<file path="config.mk">
export PLATFORM = sky130hd
export DESIGN_NAME = pa_regif
export DESIGN_NICKNAME = d
export VERILOG_FILES = /design/src/rtl/pa_regif_pkg.sv /design/src/rtl/pa_addr_decode.sv /design/src/rtl/pa_offset_bank.sv /design/src/rtl/pa_mode_fsm.sv /design/src/rtl/pa_regif.sv
export SDC_FILE = /design/constraint.sdc
export NUM_CORES = 1
export LEC_CHECK = 0
export ABC_AREA = 1
export BUFFER_PORTS_ARGS = -buffer_cell sky130_fd_sc_hd__buf_4
export CORE_MARGIN = 10
export CORE_UTILIZATION = 25
export CTS_BUF_LIST = sky130_fd_sc_hd__clkbuf_4 sky130_fd_sc_hd__clkbuf_8
export DETAILED_ROUTE_END_ITERATION = 8
export PLACE_DENSITY = 0.56
export SYNTH_ARGS = -nofsm -noshare
export SYNTH_HDL_FRONTEND = slang
export SYNTH_SLANG_ARGS = --single-unit
</file>
<file path="constraint.sdc">
create_clock -name clk -period 1.2 [get_ports clk]
set_input_delay 0.18 -clock clk [delete_from_list [all_inputs] [get_ports clk]]
set_output_delay 0.18 -clock clk [all_outputs]
set_load 0.05 [all_outputs]
</file>
<file path="src/rtl/pa_regif_pkg.sv">
package pa_regif_pkg;

    typedef enum logic [1:0] {
        ST_DESELECT = 2'd0,
        ST_FIFO     = 2'd1,
        ST_BYPASS   = 2'd2
    } mode_e;

    typedef enum logic [1:0] {
        RES_FIFO = 2'd0,
        RES_BYP  = 2'd1,
        RES_NOP  = 2'd2,
        RES_OFF  = 2'd3
    } res_e;

    localparam int N_OFF = 4;

    function automatic res_e decode_res(input logic [2:0] a);
        res_e r;
        if (a[2])
            r = RES_OFF;
        else if (a[1])
            r = RES_NOP;
        else if (a[0])
            r = RES_BYP;
        else
            r = RES_FIFO;
        return r;
    endfunction

endpackage

</file>
<file path="src/rtl/pa_addr_decode.sv">
module pa_addr_decode
    import pa_regif_pkg::*;
(
    input  logic       clk,
    input  logic       rst_n,
    input  logic       cs_n,
    input  logic [2:0] addr,
    input  logic       rd,
    input  logic       en_n,
    input  logic       oe_n,
    output res_e       rsel,
    output logic [1:0] off_idx,
    output logic [N_OFF-1:0] off_wr,
    output logic       fifo_wr,
    output logic       fifo_rd,
    output logic       byp_wr,
    output logic       byp_rd,
    output logic       drive
);

    logic sel;
    logic xfer;

    always_comb begin
        sel     = !cs_n;
        xfer    = sel && !en_n;
        rsel    = decode_res(addr);
        off_idx = addr[1:0];
        off_wr  = '0;
        fifo_wr = 1'b0;
        fifo_rd = 1'b0;
        byp_wr  = 1'b0;
        byp_rd  = 1'b0;
        unique case (rsel)
            RES_FIFO: begin
                fifo_wr = xfer && !rd;
                fifo_rd = xfer && rd;
            end
            RES_BYP: begin
                byp_wr = xfer && !rd;
                byp_rd = xfer && rd;
            end
            RES_OFF: begin
                off_wr[off_idx] = xfer && !rd;
            end
            RES_NOP: begin
            end
        endcase
        drive = sel && !oe_n && rd;
    end

    AST_STB_ONEHOT: assert property (@(posedge clk) disable iff (!rst_n)
        $onehot0({fifo_wr, fifo_rd, byp_wr, byp_rd, off_wr}))
        else $error("more than one strobe active");

    AST_NOP_QUIET: assert property (@(posedge clk) disable iff (!rst_n)
        (addr[2:1] == 2'b01) |-> ({fifo_wr, fifo_rd, byp_wr, byp_rd, off_wr} == '0))
        else $error("strobe raised at a no-operation address");

    AST_DESEL_QUIET: assert property (@(posedge clk) disable iff (!rst_n)
        cs_n |-> (!drive && ({fifo_wr, fifo_rd, byp_wr, byp_rd, off_wr} == '0)))
        else $error("activity while chip select high");

endmodule

</file>
<file path="src/rtl/pa_offset_bank.sv">
module pa_offset_bank
    import pa_regif_pkg::*;
#(
    parameter int OW      = 9,
    parameter int OFF_RST = 8
) (
    input  logic                      clk,
    input  logic                      rst_n,
    input  logic [N_OFF-1:0]          wr_en,
    input  logic [OW-1:0]             wdata,
    output logic [N_OFF-1:0][OW-1:0]  regs
);

    localparam logic [OW-1:0] RST_V = OW'(OFF_RST);

    for (genvar g = 0; g < N_OFF; g++) begin : g_off
        always_ff @(posedge clk or negedge rst_n) begin
            if (!rst_n)
                regs[g] <= RST_V;
            else if (wr_en[g])
                regs[g] <= wdata;
        end

        AST_OFF_LOAD: assert property (@(posedge clk) disable iff (!rst_n)
            wr_en[g] |=> (regs[g] == $past(wdata)))
            else $error("offset register did not load");

        AST_OFF_HOLD: assert property (@(posedge clk) disable iff (!rst_n)
            !wr_en[g] |=> $stable(regs[g]))
            else $error("offset register changed without a write");
    end

endmodule

</file>
<file path="src/rtl/pa_mode_fsm.sv">
module pa_mode_fsm
    import pa_regif_pkg::*;
(
    input  logic       clk,
    input  logic       rst_n,
    input  logic       cs_n,
    input  logic [2:0] addr,
    output logic       byp_active
);

    mode_e st_q;
    mode_e st_nxt;

    always_ff @(posedge clk or negedge rst_n) begin
        if (!rst_n)
            st_q <= ST_DESELECT;
        else
            st_q <= st_nxt;
    end

    always_comb begin
        st_nxt = st_q;
        if (cs_n) begin
            st_nxt = ST_DESELECT;              // T_DROP
        end else begin
            unique case (addr)
                3'b000:  st_nxt = ST_FIFO;     // T_ENTER_FIFO
                3'b001:  st_nxt = ST_BYPASS;   // T_ENTER_BYP
                default: st_nxt = st_q;        // T_HOLD
            endcase
        end
    end

    always_comb begin
        unique case (st_q)
            ST_BYPASS:   byp_active = 1'b1;
            ST_FIFO:     byp_active = 1'b0;
            ST_DESELECT: byp_active = 1'b0;
            default:     byp_active = 1'b0;
        endcase
    end

    AST_BYP_ENTER: assert property (@(posedge clk) disable iff (!rst_n)
        (!cs_n && addr == 3'b001) |=> byp_active)
        else $error("bypass mode not entered");

    AST_BYP_EXIT: assert property (@(posedge clk) disable iff (!rst_n)
        (cs_n || addr == 3'b000) |=> !byp_active)
        else $error("bypass mode not left");

    AST_BYP_HOLD: assert property (@(posedge clk) disable iff (!rst_n)
        (!cs_n && addr[2:1] != 2'b00) |=> (byp_active == $past(byp_active)))
        else $error("bypass mode changed on an unrelated address");

endmodule

</file>
<file path="src/rtl/pa_regif.sv">
module pa_regif
    import pa_regif_pkg::*;
#(
    parameter int DW      = 18,
    parameter int OW      = 9,
    parameter int OFF_RST = 8
) (
    input  logic          clk,
    input  logic          rst_n,
    input  logic          pa_cs_n,
    input  logic [2:0]    pa_addr,
    input  logic          pa_rd,
    input  logic          pa_en_n,
    input  logic          pa_oe_n,
    input  logic [DW-1:0] pa_din,
    input  logic [DW-1:0] fifo_rdata,
    input  logic [DW-1:0] byp_rdata,
    output logic [DW-1:0] pa_dout,
    output logic          pa_dout_oe,
    output logic [DW-1:0] wr_data,
    output logic          fifo_wr_stb,
    output logic          fifo_rd_stb,
    output logic          byp_wr_stb,
    output logic          byp_rd_stb,
    output logic          byp_active,
    output logic [OW-1:0] ab_ae_off,
    output logic [OW-1:0] ab_af_off,
    output logic [OW-1:0] ba_ae_off,
    output logic [OW-1:0] ba_af_off
);

    localparam int PAD_W = DW - OW;

    res_e                     rsel;
    logic [1:0]               off_idx;
    logic [N_OFF-1:0]         off_wr;
    logic [N_OFF-1:0][OW-1:0] off_q;
    logic                     drive;

    pa_addr_decode u_dec (
        .clk     (clk),
        .rst_n   (rst_n),
        .cs_n    (pa_cs_n),
        .addr    (pa_addr),
        .rd      (pa_rd),
        .en_n    (pa_en_n),
        .oe_n    (pa_oe_n),
        .rsel    (rsel),
        .off_idx (off_idx),
        .off_wr  (off_wr),
        .fifo_wr (fifo_wr_stb),
        .fifo_rd (fifo_rd_stb),
        .byp_wr  (byp_wr_stb),
        .byp_rd  (byp_rd_stb),
        .drive   (drive)
    );

    pa_offset_bank #(
        .OW      (OW),
        .OFF_RST (OFF_RST)
    ) u_off (
        .clk   (clk),
        .rst_n (rst_n),
        .wr_en (off_wr),
        .wdata (pa_din[OW-1:0]),
        .regs  (off_q)
    );

    pa_mode_fsm u_mode (
        .clk        (clk),
        .rst_n      (rst_n),
        .cs_n       (pa_cs_n),
        .addr       (pa_addr),
        .byp_active (byp_active)
    );

    // Register order follows the address low bits.
    assign ab_ae_off = off_q[0];
    assign ab_af_off = off_q[1];
    assign ba_ae_off = off_q[2];
    assign ba_af_off = off_q[3];
    assign wr_data   = pa_din;
    assign pa_dout_oe = drive;

    always_comb begin
        pa_dout = '0;
        if (drive) begin
            unique case (rsel)
                RES_FIFO: pa_dout = fifo_rdata;
                RES_BYP:  pa_dout = byp_rdata;
                RES_OFF:  pa_dout = {{PAD_W{1'b0}}, off_q[off_idx]};
                RES_NOP:  pa_dout = '0;
            endcase
        end
    end

    AST_FLOAT_ZERO: assert property (@(posedge clk) disable iff (!rst_n)
        !pa_dout_oe |-> (pa_dout == '0))
        else $error("data output not zero while undriven");

    AST_NOP_READ_ZERO: assert property (@(posedge clk) disable iff (!rst_n)
        (pa_addr[2:1] == 2'b01) |-> (pa_dout == '0))
        else $error("no-operation read returned data");

endmodule

</file>
-- Yosys cells after proc, flatten, opt, wreduce, memory -nomap -nowiden
Cells that the tools add are included.
- add/subtract/negate cells: 0
- $mul: 0
- div/mod/pow operators: 0
- order comparisons: 2
- equality and inequality tests: 5
- shift operators: 0
- muxes and demuxes: 17
- bitwise gates (word level): 1
- reductions and logical operators: 13
- operator list (cell ; count):
    $pmux W18 S4 ; 1
    $bmux W9 S2 ; 1
    $mux W18 ; 1
    $mux W9 ; 1
    $mux W1 ; 7
    $eq A2 B2 Y1 const B ; 3
    $logic_and A1 B1 Y1 ; 6
    $mux W2 ; 3
    $and A4 B4 Y4 ; 1
    $logic_not A1 Y1 ; 4
    $mux W4 ; 1
    $pmux W2 S2 ; 1
    $eq A3 B1 Y1 const B ; 1
    $logic_not A3 Y1 ; 1
    $lt A2 B3 Y1 const B ; 1
    $reduce_bool A3 Y1 ; 1
    $demux W1 S2 ; 1
    $eq A2 B1 Y1 const B ; 1
    $ge A2 B1 Y1 const B ; 1
    $logic_not A2 Y1 ; 1
- bits in registers: 38
- bits in latches: 0
- memory bits (writable): 0
- bits in read-only memories: 0
- input port bits: 63
- output and inout port bits: 78
- word-level logic and storage cells: 43
- memories: 0

-- Longest topological paths before layout
Gate-level depths: netlist (run 1).
- word-level depth: 6
- gate-level depth with buffers: 8
- depth with buffers taken out: 7

-- Modules after synthesis
A second synthesis (run 1) with hierarchy kept.
- cells, all modules: 406
- area, all modules: 2602.5 um2
- modules (own cells, without submodules) (module ; instances ; cells each ; area each (um2) ; seq. area each (um2)):
    pa_offset_bank ; 1 ; 152 ; 1371.3 ; 905.9
    pa_regif ; 1 ; 214 ; 1007.2 ; 0.0
    pa_addr_decode ; 1 ; 28 ; 125.1 ; 0.0
    pa_mode_fsm ; 1 ; 12 ; 98.8 ; 50.0

-- Least setup slack after synthesis (run 1)
No wires, ideal clock.
- path kind: in2out
- start point: in pa_oe_n
- end point: out pa_dout[10]
- arrival: 1905 ps
- required time: 1020 ps
- slack: -885 ps
- stages on the path: 4
- path buffers: 1
- cell sequence: nor3_4 -> inv_1 -> buf_1 -> a21oi_1
- longest elaborated chain between the ends: 4
- ends and longest elaborated chain (item ; line ; source):
    start: declaration ; pa_regif.sv:14 ; input logic pa_oe_n,
    $logic_not A1 Y1 ; pa_addr_decode.sv:49 ; drive = sel && !oe_n && rd;
    $logic_and A1 B1 Y1 (2 in a row) ; pa_addr_decode.sv:49 ;
    $mux W18 ; pa_regif.sv:87 ; if (drive) begin
    end: declaration ; pa_regif.sv:18 ; output logic [DW-1:0] pa_dout,
No other way between the ends.

-- Worst setup path after layout (run 1)
- start point: reg u_off.regs[3] (netlist name)
- end point: out pa_dout[3]
- longest elaborated chain between the ends: 4
- ends and longest elaborated chain (item ; line ; source):
    start: declaration ; pa_offset_bank.sv:11 ; output logic [N_OFF-1:0][OW-1:0] regs
    start signal: indexed assignment ; pa_offset_bank.sv:21 ; regs[g] <= wdata;
    $bmux W9 S2 ; pa_regif.sv:91 ; RES_OFF: pa_dout = {{PAD_W{1'b0}}, off_q[off_idx]};
    $mux W9 (not written as such) ; pa_regif.sv:91 ;
    $pmux W18 S4 ; pa_regif.sv:88 ; unique case (rsel)
    $mux W18 ; pa_regif.sv:87 ;
No other way between the ends. The select of a mux whose other input is x is not followed.

==> results.yml, run 1 <==
outcome:
  run_status: "finished with violations"
  violations: "negative setup slack"
timing:
  rsz0062_at_grt: "yes"
  hold_viol_final: 0
  fin_ws_ns: -0.435
  timing.fmax_mhz: 612
  skew_ns: 0
  finalSetupTns_ns: -4.42
  final-setup-viol-count: 27
  fin_crit_ns: 1.63
  worstMarginPinSlew_ns: 0.509
  hold_slack_ns: 0.132
  slew_headroom_pct: 66.1
  drv_slew: 0
  period_share_pct: 136
global_route:
  use_met2_pct: 24.8
  overflow: 0
  met1_usage_pct: 17.7
  use_met3_pct: 4.51
  grt_antenna_before_repair: 0
  grt_pass1_wl_um: 17200
  grt_usage_pct: 14.6
  grt_pass1_vias: 3098
  grt_busiest_layer: "met2"
  grt_max_degree: 41
cts:
  numCtsBuffers: 5
  clk_latency_ns: 0.29
  cts_tree: "yes"
  cts_num_sinks: 38
  cts_max_path_buffers: 2
  cts_root_buf: "clkbuf_8"
  clk_pin_slew_ns: 0.07
  h-tree-depth: 2
hold_path:
  hold_class: "input pin to flop"
  hold_depth: 3
  hp-start: "pa_din[3]"
  holdPathEnd: "u_off.regs[3]$_DFFE_PN1P_"
floorplan:
  rows: 36
  die_h_um: 120
  pin_count: 141
  start_util_pct: 25.8
  core_area_um2: 9770
  die_w_um: 120
  dieArea_um2: 14500
detailed_routing:
  drc_errors: 0
  ant_nets: 0
  drt-total-wl_um: 11100
  vias: 3023
  drt_first_pass_iters: 4
  vias_per_cell: 4.49
  drtIter0Drc: 135
  routedWlPerCell_um: 16.5
critical_path:
  path_buf_inv: 1
  required_ns: 1.02
  start_kind: "flop"
  crit_path_end_kind: "output pin"
  crit_family: "flip-flops"
  crit_top_cell: "nand2_2"
  crit_path_max_fanout: 2
  crit-reg2reg-capture: "u_off.regs[12]$_DFFE_PN1P_"
  cp_slowest_cell: "dfstp_2"
  rr_worst_depth: 4
  r2r_start: "u_off.regs[12]$_DFFE_PN1P_"
  max_stage_delay_ns: 0.54
  worstPathArrival_ns: 1.45
  critPathKind: "flop to output pin"
  r2r_setup_slack_ns: 0.28
  cp_cell_sequence: "nand2_1 > nand2_1 > nand2_2 > nand2_2 > nand2_2 > a21oi_4 > buf_8"
power_and_ir_drop:
  comb_power_share_pct: 54.6
  pwr-share-clk_pct: 16.3
  peakVddDrop_mv: 0.643
  p_sw_mw: 2.43
  cellInternalPower_mw: 3.32
  finalPower_mw: 5.75
  power_switching_share_pct: 42.2
  leakage_nw: 2.53
  p_seq_share_pct: 29.1
  power_density_nw_per_um2: 1170
final_layout:
  n_antenna_cell: 0
  syn_to_final_growth_pct: 95.1
  drive_gt1_share_pct: 51.9
  final_area_um2: 4920
  finalNonFillerCells: 674
  final_core_util_pct: 50.3
  final_nets: 603
yosys:
  yosysUniqueCellTypes: 20
  syn_nets: 435
  netlist_instances: 372
  yosysTopAreaCell: "dfrtp_1"
  ys_seq_elements: 38
  netlist_area_um2: 2520
  synth_area_leaders: "dfrtp_1 34%, nand2_1 28%, o21ai_0 7.7%"
  synth_seq_area_share_pct: 37.9
  yosysWarnings: 0
  synth_top_area_share_pct: 33.8
  avgSynthCellArea_um2: 6.77
place:
  hpwl_um: 8320
  place.gp.congestion: 0.847
  dp_cells: 653
  dp_slack_ns: -0.283
  dpl-instance-area_um2: 4110
  port-buffer-count: 122
run:
  cap_violations: 0
## cell families after synthesis
logic type	count (synthesis)	share of synthesized area, %
AOI/OAI and AO/OA	61	12.1
DFF	38	37.9
buffers and inverters	50	11.8
and+or+nand+nor	223	38.2
## power by group through the flow
stage | clock (mW) | sequential, mW | combinational [mW]
floorplan | 0 | 2.50 | 0.738
global placement | 0 | 1.69 | 2.66
detailed placement | 0 | 1.69 | 2.68
CTS | 0.962 | 1.67 | 2.97
global route | 1.02 | 1.70 | 3.33
finish | 0.937 | 1.67 | 3.14
## routing by layer
metal / share of wire (%) / vias up
met2: 48 / 114
met1: 43 / 1410
li1: - / 1486
met5: 0 / -
met3: 7.5 / 13
met4: 1.5 / 0
## flip-flops by register name (all words and copies together) (netlist names)
signal       count
u_mode.st_q      2
u_off.regs      36
## worst max path at each step
stage	startpoint	to	slack, ns	cells past startpoint
floorplan	u_off.regs[29]$_DFFE_PN0P_	pa_dout[2]	-0.40	6
global placement	pa_addr[0]	pa_dout[6]	-0.24	8
detailed placement	pa_addr[0]	pa_dout[10]	-0.28	8
CTS	u_off.regs[3]$_DFFE_PN1P_	pa_dout[3]	-0.44	7
global route	u_off.regs[12]$_DFFE_PN1P_	pa_dout[3]	-0.50	7
finish	u_off.regs[3]$_DFFE_PN1P_	pa_dout[3]	-0.43	7
## cells in the mapped netlist (all sizes together)
cell,number
o21ai,39
a21oi,22
inv,15
nand3,12
nor3,3
dfstp,4
nor2,15
buf,31
clkbuf,4
nand2,193
dfrtp,34
## final cells by class
| class | count | area [µm²] |
|---|---|---|
| Fill cell | 931 | 4860 |
| Timing Repair Buffer | 196 | 1940 |
| Multi-Input combinational cell | 284 | 1670 |
| Sequential cell | 38 | 961 |
| Tap cell | 133 | 166 |
| Clock buffer | 8 | 91.3 |
| Inverter | 15 | 86.3 |
## tightest hold or removal path, stage by stage
cell	delay [ns]
buf_4	0.14
nand2_1	0.06
nand2_1	0.05
## cells in the final DEF, fill, tap and decap left out, types with 3 or more instances in the layout
cell type	netlist	final
nand2_1	191	163
buf_4	21	114
buf_6	3	49
o21ai_0	39	36
dfrtp_1	34	30
buf_8	0	23
nand2_4	0	17
a21oi_4	0	16
nand2_2	2	12
nand3_1	12	12
inv_1	12	9
buf_12	0	9
nor2_4	1	6
clkbuf_8	0	5
a21oi_1	22	4
nor2_8	4	4
dfrtp_2	0	4
dfstp_2	4	4
nor2_2	3	3
inv_2	3	3
o21ai_1	0	3
clkbuf_4	0	3
## what timing repair did
| item | in CTS | in global routing |
|---|---|---|
| resized for setup | 116 | 51 |
| gates cloned | 1 | 0 |
| setup endpoints to repair | 32 | 55 |
| endpoints found under the hold margin | 34 | 0 |
| setup buffers | 14 | 10 |
| hold buffers | 1 | 0 |
| pin swaps | 21 | 16 |
Note: power is estimated with default switching activity, not from simulation.
==> inputs of run 2 (changes only) <==
clock period = 1.9 ns   (was 1.2 ns; I/O delays follow)
==> run 2 against run 1 <==
- the flow now finishes without violations
- via count down 9.2%
- non-clock buffer count is 60 lower
- setup slack improved by 0.57 ns
- core utilization fell by 12 points
- clock power is 43% lower
- flip-flop and latch count stayed put
- final cell count fell by 9.1%
- routed wire length is 6.9% lower
==> results.yml, run 2 (synthesis gave the netlist of run 1 again) <==
timing:
  hold_slack_ns: 0.204
  fin_crit_ns: 1.77
  rsz0062_at_grt: "no"
  timing.fmax_mhz: 566
  fin_ws_ns: 0.134
  skew_ns: 0
  finalSetupTns_ns: 0
  slew_headroom_pct: 64.6
  period_share_pct: 93.0
  drv_slew: 0
  worstMarginPinSlew_ns: 0.532
  hold_viol_final: 0
  final-setup-viol-count: 0
final_layout:
  final_common_cell: "nand2_1"
  largest_register_ffs: 36
  regMostFlops: "u_off.regs"
  reg_top3: "u_off.regs x36, u_mode.st_q x2"
  finalNonFillerCells: 613
  drive_gt1_share_pct: 36.7
  fillers: 1046
  final_nets: 543
  final_area_um2: 3700
  syn_to_final_growth_pct: 46.7
  final_core_util_pct: 37.8
  final_cell_mix: "191 x nand2_1, 133 x buf_4, 39 x o21ai_0"
  n_antenna_cell: 0
place:
  dpl-instance-area_um2: 3600
  dp_cells: 605
  dp_slack_ns: 0.122
  port-buffer-count: 122
  hpwl_um: 8210
  place.gp.congestion: 0.853
floorplan:
  pin_count: 141
  die_w_um: 120
  rows: 36
  dieArea_um2: 14500
  die_h_um: 120
  start_util_pct: 25.8
  core_area_um2: 9770
power_and_ir_drop:
  peakVddDrop_mv: 0.326
  finalPower_mw: 3.01
  power_density_nw_per_um2: 815
  leakage_nw: 1.95
detailed_routing:
  drtIter0Drc: 211
  vias_per_cell: 4.48
  drt-total-wl_um: 10300
  vias: 2745
  routedWlPerCell_um: 16.9
  ant_nets: 0
  drt_first_pass_iters: 5
  drc_errors: 0
cts:
  clk_pin_slew_ns: 0.08
  cts_root_buf: "clkbuf_8"
  cts_max_path_buffers: 2
  clk_latency_ns: 0.29
  cts_setup_buffers: 0
  numCtsBuffers: 5
  cts_tree: "yes"
  h-tree-depth: 2
  cts_num_sinks: 38
global_route:
  grt_usage_pct: 13.8
  grt_antenna_before_repair: 0
  grt_pass1_wl_um: 16200
  grt_max_degree: 41
  overflow: 0
  grt_pass1_vias: 2891
critical_path:
  crit_path_end_kind: "output pin"
  worstPathArrival_ns: 1.48
  start_kind: "input pin"
  required_ns: 1.62
  critPathKind: "input pin to output pin"
  crit_path_max_fanout: 13
run:
  cap_violations: 0
outcome:
  run_status: "complete, no violations"
hold_path:
  hold_class: "input pin to flop"
[run 2: critical path, cell delays in order]
cell and delay (ns):
buf_4 0.17, inv_2 0.10, nand2_1 0.08, nor2_2 0.17, inv_1 0.14, o21ai_0 0.28, a21oi_2 0.06, buf_4 0.20
[run 2: final cells by class]
cell class | count | area, µm² | area share [%]
Multi-Input combinational cell | 284 | 1400 | 37.9
Sequential cell | 38 | 956 | 25.9
Clock buffer | 5 | 68.8 | 1.86
Clock inverter | 2 | 10.0 | 0.271
Timing Repair Buffer | 136 | 1040 | 28.1
Tap cell | 133 | 166 | 4.50
Inverter | 15 | 56.3 | 1.52
[run 2: worst paths after layout]
| check | start | to | slack [ns] | cells past startpoint |
|---|---|---|---|---|
| worst max-delay path | pa_addr[0] | pa_dout[0] | 0.13 | 8 |
| worst min-delay path | pa_cs_n | u_mode.st_q[0]$_DFFE_PN0P_ | 0.20 | 2 |
| worst max register to register | u_off.regs[30]$_DFFE_PN1P_ | u_off.regs[30]$_DFFE_PN1P_ | 1.12 | 2 |
| worst min register to register | u_off.regs[12]$_DFFE_PN1P_ | u_off.regs[12]$_DFFE_PN1P_ | 0.49 | 2 |
| max in group asynchronous | rst_n | u_off.regs[3]$_DFFE_PN1P_ | 1.03 | 2 |
| min in group asynchronous | rst_n | u_off.regs[24]$_DFFE_PN0P_ | 0.49 | 2 |
[run 2: routing by layer]
metal / global-route usage [%] / vias up / routed length (µm)
met5: 0 / - / 0
met4: 2.34 / 0 / 71
met3: 4.93 / 9 / 1070
met2: 22.5 / 132 / 4700
met1: 17.2 / 1233 / 4500
li1: - / 1371 / -
[run 2: what timing repair did]
item / in CTS / in global routing
endpoints found under the hold margin: 34 / 0
setup endpoints to repair: 0 / 2
resized for setup: 0 / 3
hold buffers: 1 / 0
[run 2: power by group]
group	internal [mW]	total, mW	switching, mW	leakage (nW)
Combinational	0.411	1.38	0.973	1.43
Clock	0.246	0.535	0.288	0.0438
Sequential	0.965	1.09	0.129	0.484
==> inputs of run 3 (changes only) <==
ABC_AREA = not set   (was 1)
GPL_TIMING_DRIVEN = 0   (was not set)
PLACE_DENSITY = 0.57   (was 0.56)
SKIP_LAST_GASP = 1   (was not set)
==> run 3 against run 2 <==
- global-route usage decreased by 0.88 points
- maximum frequency shrank 4.2%
- final cell count down 25%
- routed wire length decreased by 13%
- largest cell class unchanged
- core utilization increased by 3.2 points
- flip-flop and latch count unchanged
- sequential power about the same
- clock-buffer cell count rose by 1
==> results.yml, run 3 <==
critical_path:
  cp_cell_sequence: "buf_2 > or3_1 > o21ai_1 > a31oi_4 > buf_4"
  path_buf_inv: 2
  crit_path_end_kind: "output pin"
  r2r_setup_slack_ns: 1.09
  required_ns: 1.62
  worstPathArrival_ns: 1.56
  r2r_start: "u_off.regs[1]$_DFFE_PN0P_"
  rr_worst_depth: 1
  max_stage_delay_ns: 0.51
  start_kind: "input pin"
  crit_family: "simple AND/OR/NAND/NOR gates"
  crit-reg2reg-capture: "u_off.regs[1]$_DFFE_PN0P_"
  cp_slowest_cell: "or3_1"
  critPathKind: "input pin to output pin"
  crit_path_max_fanout: 9
yosys:
  synth_top_family_by_area: "multiplexers"
  yosysWarnings: 0
  netlist_area_um2: 2320
  synth-simple-area-share_pct: 11.3
  post-synth-top-count-cell: "mux2_2"
  synthAdderAreaFrac_pct: 0
  synth_top_area_share_pct: 36.7
  synth_area_leaders: "dfrtp_1 37%, mux2_2 27%, buf_4 5.8%"
  netlist_instances: 209
  synth_xor_area_share_pct: 0
  ys_seq_elements: 38
  ys.flop_type: "dfrtp_1"
  synth_edf_count: 0
  yosysUniqueCellTypes: 30
  ys_async_sr_fraction_pct: 100
  synth.cells.most_frequent: "56 x mux2_2, 34 x dfrtp_1, 18 x buf_4, 13 x nor2_1"
  synth_seq_area_share_pct: 41.2
  syn_nets: 272
  avgSynthCellArea_um2: 11.1
  synthMuxAreaShare_pct: 31.6
  yosysTopAreaCell: "dfrtp_1"
  synth-compound-area-share_pct: 7.17
cts:
  cts_max_path_buffers: 2
  clk_latency_ns: 0.28
  h-tree-depth: 2
  cts_root_buf: "clkbuf_8"
  clk_pin_slew_ns: 0.07
  numCtsBuffers: 5
  cts_tree: "yes"
  cts_num_sinks: 38
hold_path:
  hp-start: "pa_cs_n"
  hold_class: "input pin to flop"
  hold_depth: 2
  holdPathEnd: "u_mode.st_q[0]$_DFFE_PN0P_"
global_route:
  overflow: 0
  grt_antenna_before_repair: 0
  grt_pass1_vias: 2335
  grt_usage_pct: 12.9
  grt_max_degree: 39
  grt_pass1_wl_um: 13500
floorplan:
  dieArea_um2: 13500
  rows: 35
  core_area_um2: 9150
  start_util_pct: 25.3
  die_w_um: 116
  pin_count: 141
  die_h_um: 116
detailed_routing:
  drc_errors: 0
  drtIter0Drc: 71
  ant_nets: 0
  vias: 2141
  routedWlPerCell_um: 19.7
  drt-total-wl_um: 9000
  drt_first_pass_iters: 4
  vias_per_cell: 4.68
timing:
  drv_slew: 0
  slew_headroom_pct: 64.8
  skew_ns: 0
  hold_viol_final: 0
  timing.fmax_mhz: 542
  finalSetupTns_ns: 0
  final-setup-viol-count: 0
  fin_ws_ns: 0.0556
  fin_crit_ns: 1.84
  worstMarginPinSlew_ns: 0.528
  rsz0062_at_grt: "no"
  period_share_pct: 97.1
final_layout:
  final_nets: 410
  final_cell_mix: "150 x buf_4, 56 x mux2_2, 34 x dfrtp_1"
  regMostFlops: "u_off.regs"
  drive_gt1_share_pct: 75.1
  reg_top3: "u_off.regs x36, u_mode.st_q x2"
  syn_to_final_growth_pct: 61.7
  n_antenna_cell: 0
  largest_register_ffs: 36
  final_common_cell: "buf_4"
  final_core_util_pct: 41.0
place:
  hpwl_um: 6840
  place.gp.congestion: 0.702
  port-buffer-count: 128
  dp_slack_ns: -0.425
run:
  cap_violations: 0
outcome:
  run_status: "complete, no violations"
power_and_ir_drop:
  peakVddDrop_mv: 0.412
  power_density_nw_per_um2: 840
  leakage_nw: 1.81
## run 3: changes by cell type after synthesis, sizes merged, moves of 11 or more
| cell | change |
|---|---|
| nand2 | -179 |
| mux2 | +57 |
| o21ai | -34 |
| nand3 | -12 |
| a21oi | -11 |
| inv | -11 |
## run 3: where the power goes
group | leakage [nW] | internal [mW] | switching, mW
registers | 0.478 | 0.973 | 0.116
clock network | 0.0431 | 0.280 | 0.277
logic | 1.29 | 0.554 | 0.951
## run 3: timing repair
item,CTS,global route
hold endpoints to repair,34,0
resized for setup,9,7
endpoints found under the setup margin,21,12
hold buffers,1,0
buffers inserted,2,2
pin swaps,1,1
## run 3: logic make-up after synthesis
kind of cell,count (synthesis)
buf+inv,32
simple gates,45
mux,66
compound gates,28
flops,38
## run 3: how the worst max path moves through the flow
stage | start | endpoint | slack (ns) | cells past startpoint
final | pa_addr[0] | pa_dout[5] | 0.06 | 5
after detailed placement | pa_rd | pa_dout[10] | -0.43 | 7
after global placement | pa_rd | pa_dout[10] | -0.42 | 7
after global routing | u_off.regs[19]$_DFFE_PN0P_ | pa_dout[1] | 0.0002 | 4
after CTS | pa_cs_n | pa_dout[5] | 0.009 | 6
after floorplan | pa_addr[0] | fifo_wr_stb | -0.15 | 3
## run 3: cell type report
| type | instances | area [µm²] |
|---|---|---|
| fillers | 924 | 5400 |
| well taps | 111 | 139 |
| plain buffers | 26 | 196 |
| flip-flops and latches | 38 | 956 |
| clock buffers | 6 | 82.6 |
| inverters | 4 | 18.8 |
| repair buffers | 133 | 1010 |
| multi-input cells | 139 | 1350 |
## run 3: per-stage QoR
stage	hold WS (ns)	cells	power, mW	area [µm²]
2_1_floorplan	-0.0106	209	2.09	2470
3_3_place_gp	0.294	448	2.59	3570
3_5_place_dp	0.303	448	2.60	3570
4_1_cts	0.210	455	3.19	3710
5_1_grt	0.229	457	3.32	3750
6_report	0.222	457	3.15	3750
## run 3: metal layers
metal  wire (µm)  GRT usage [%]  up-vias  part of all wire [%]
li1            -              -     1003                     -
met1        3780           15.6     1031                    42
met2        4260           21.7       98                    47
met3         835           4.31        9                   9.3
met4         115           2.75        0                   1.3
met5           0              0        -                     0
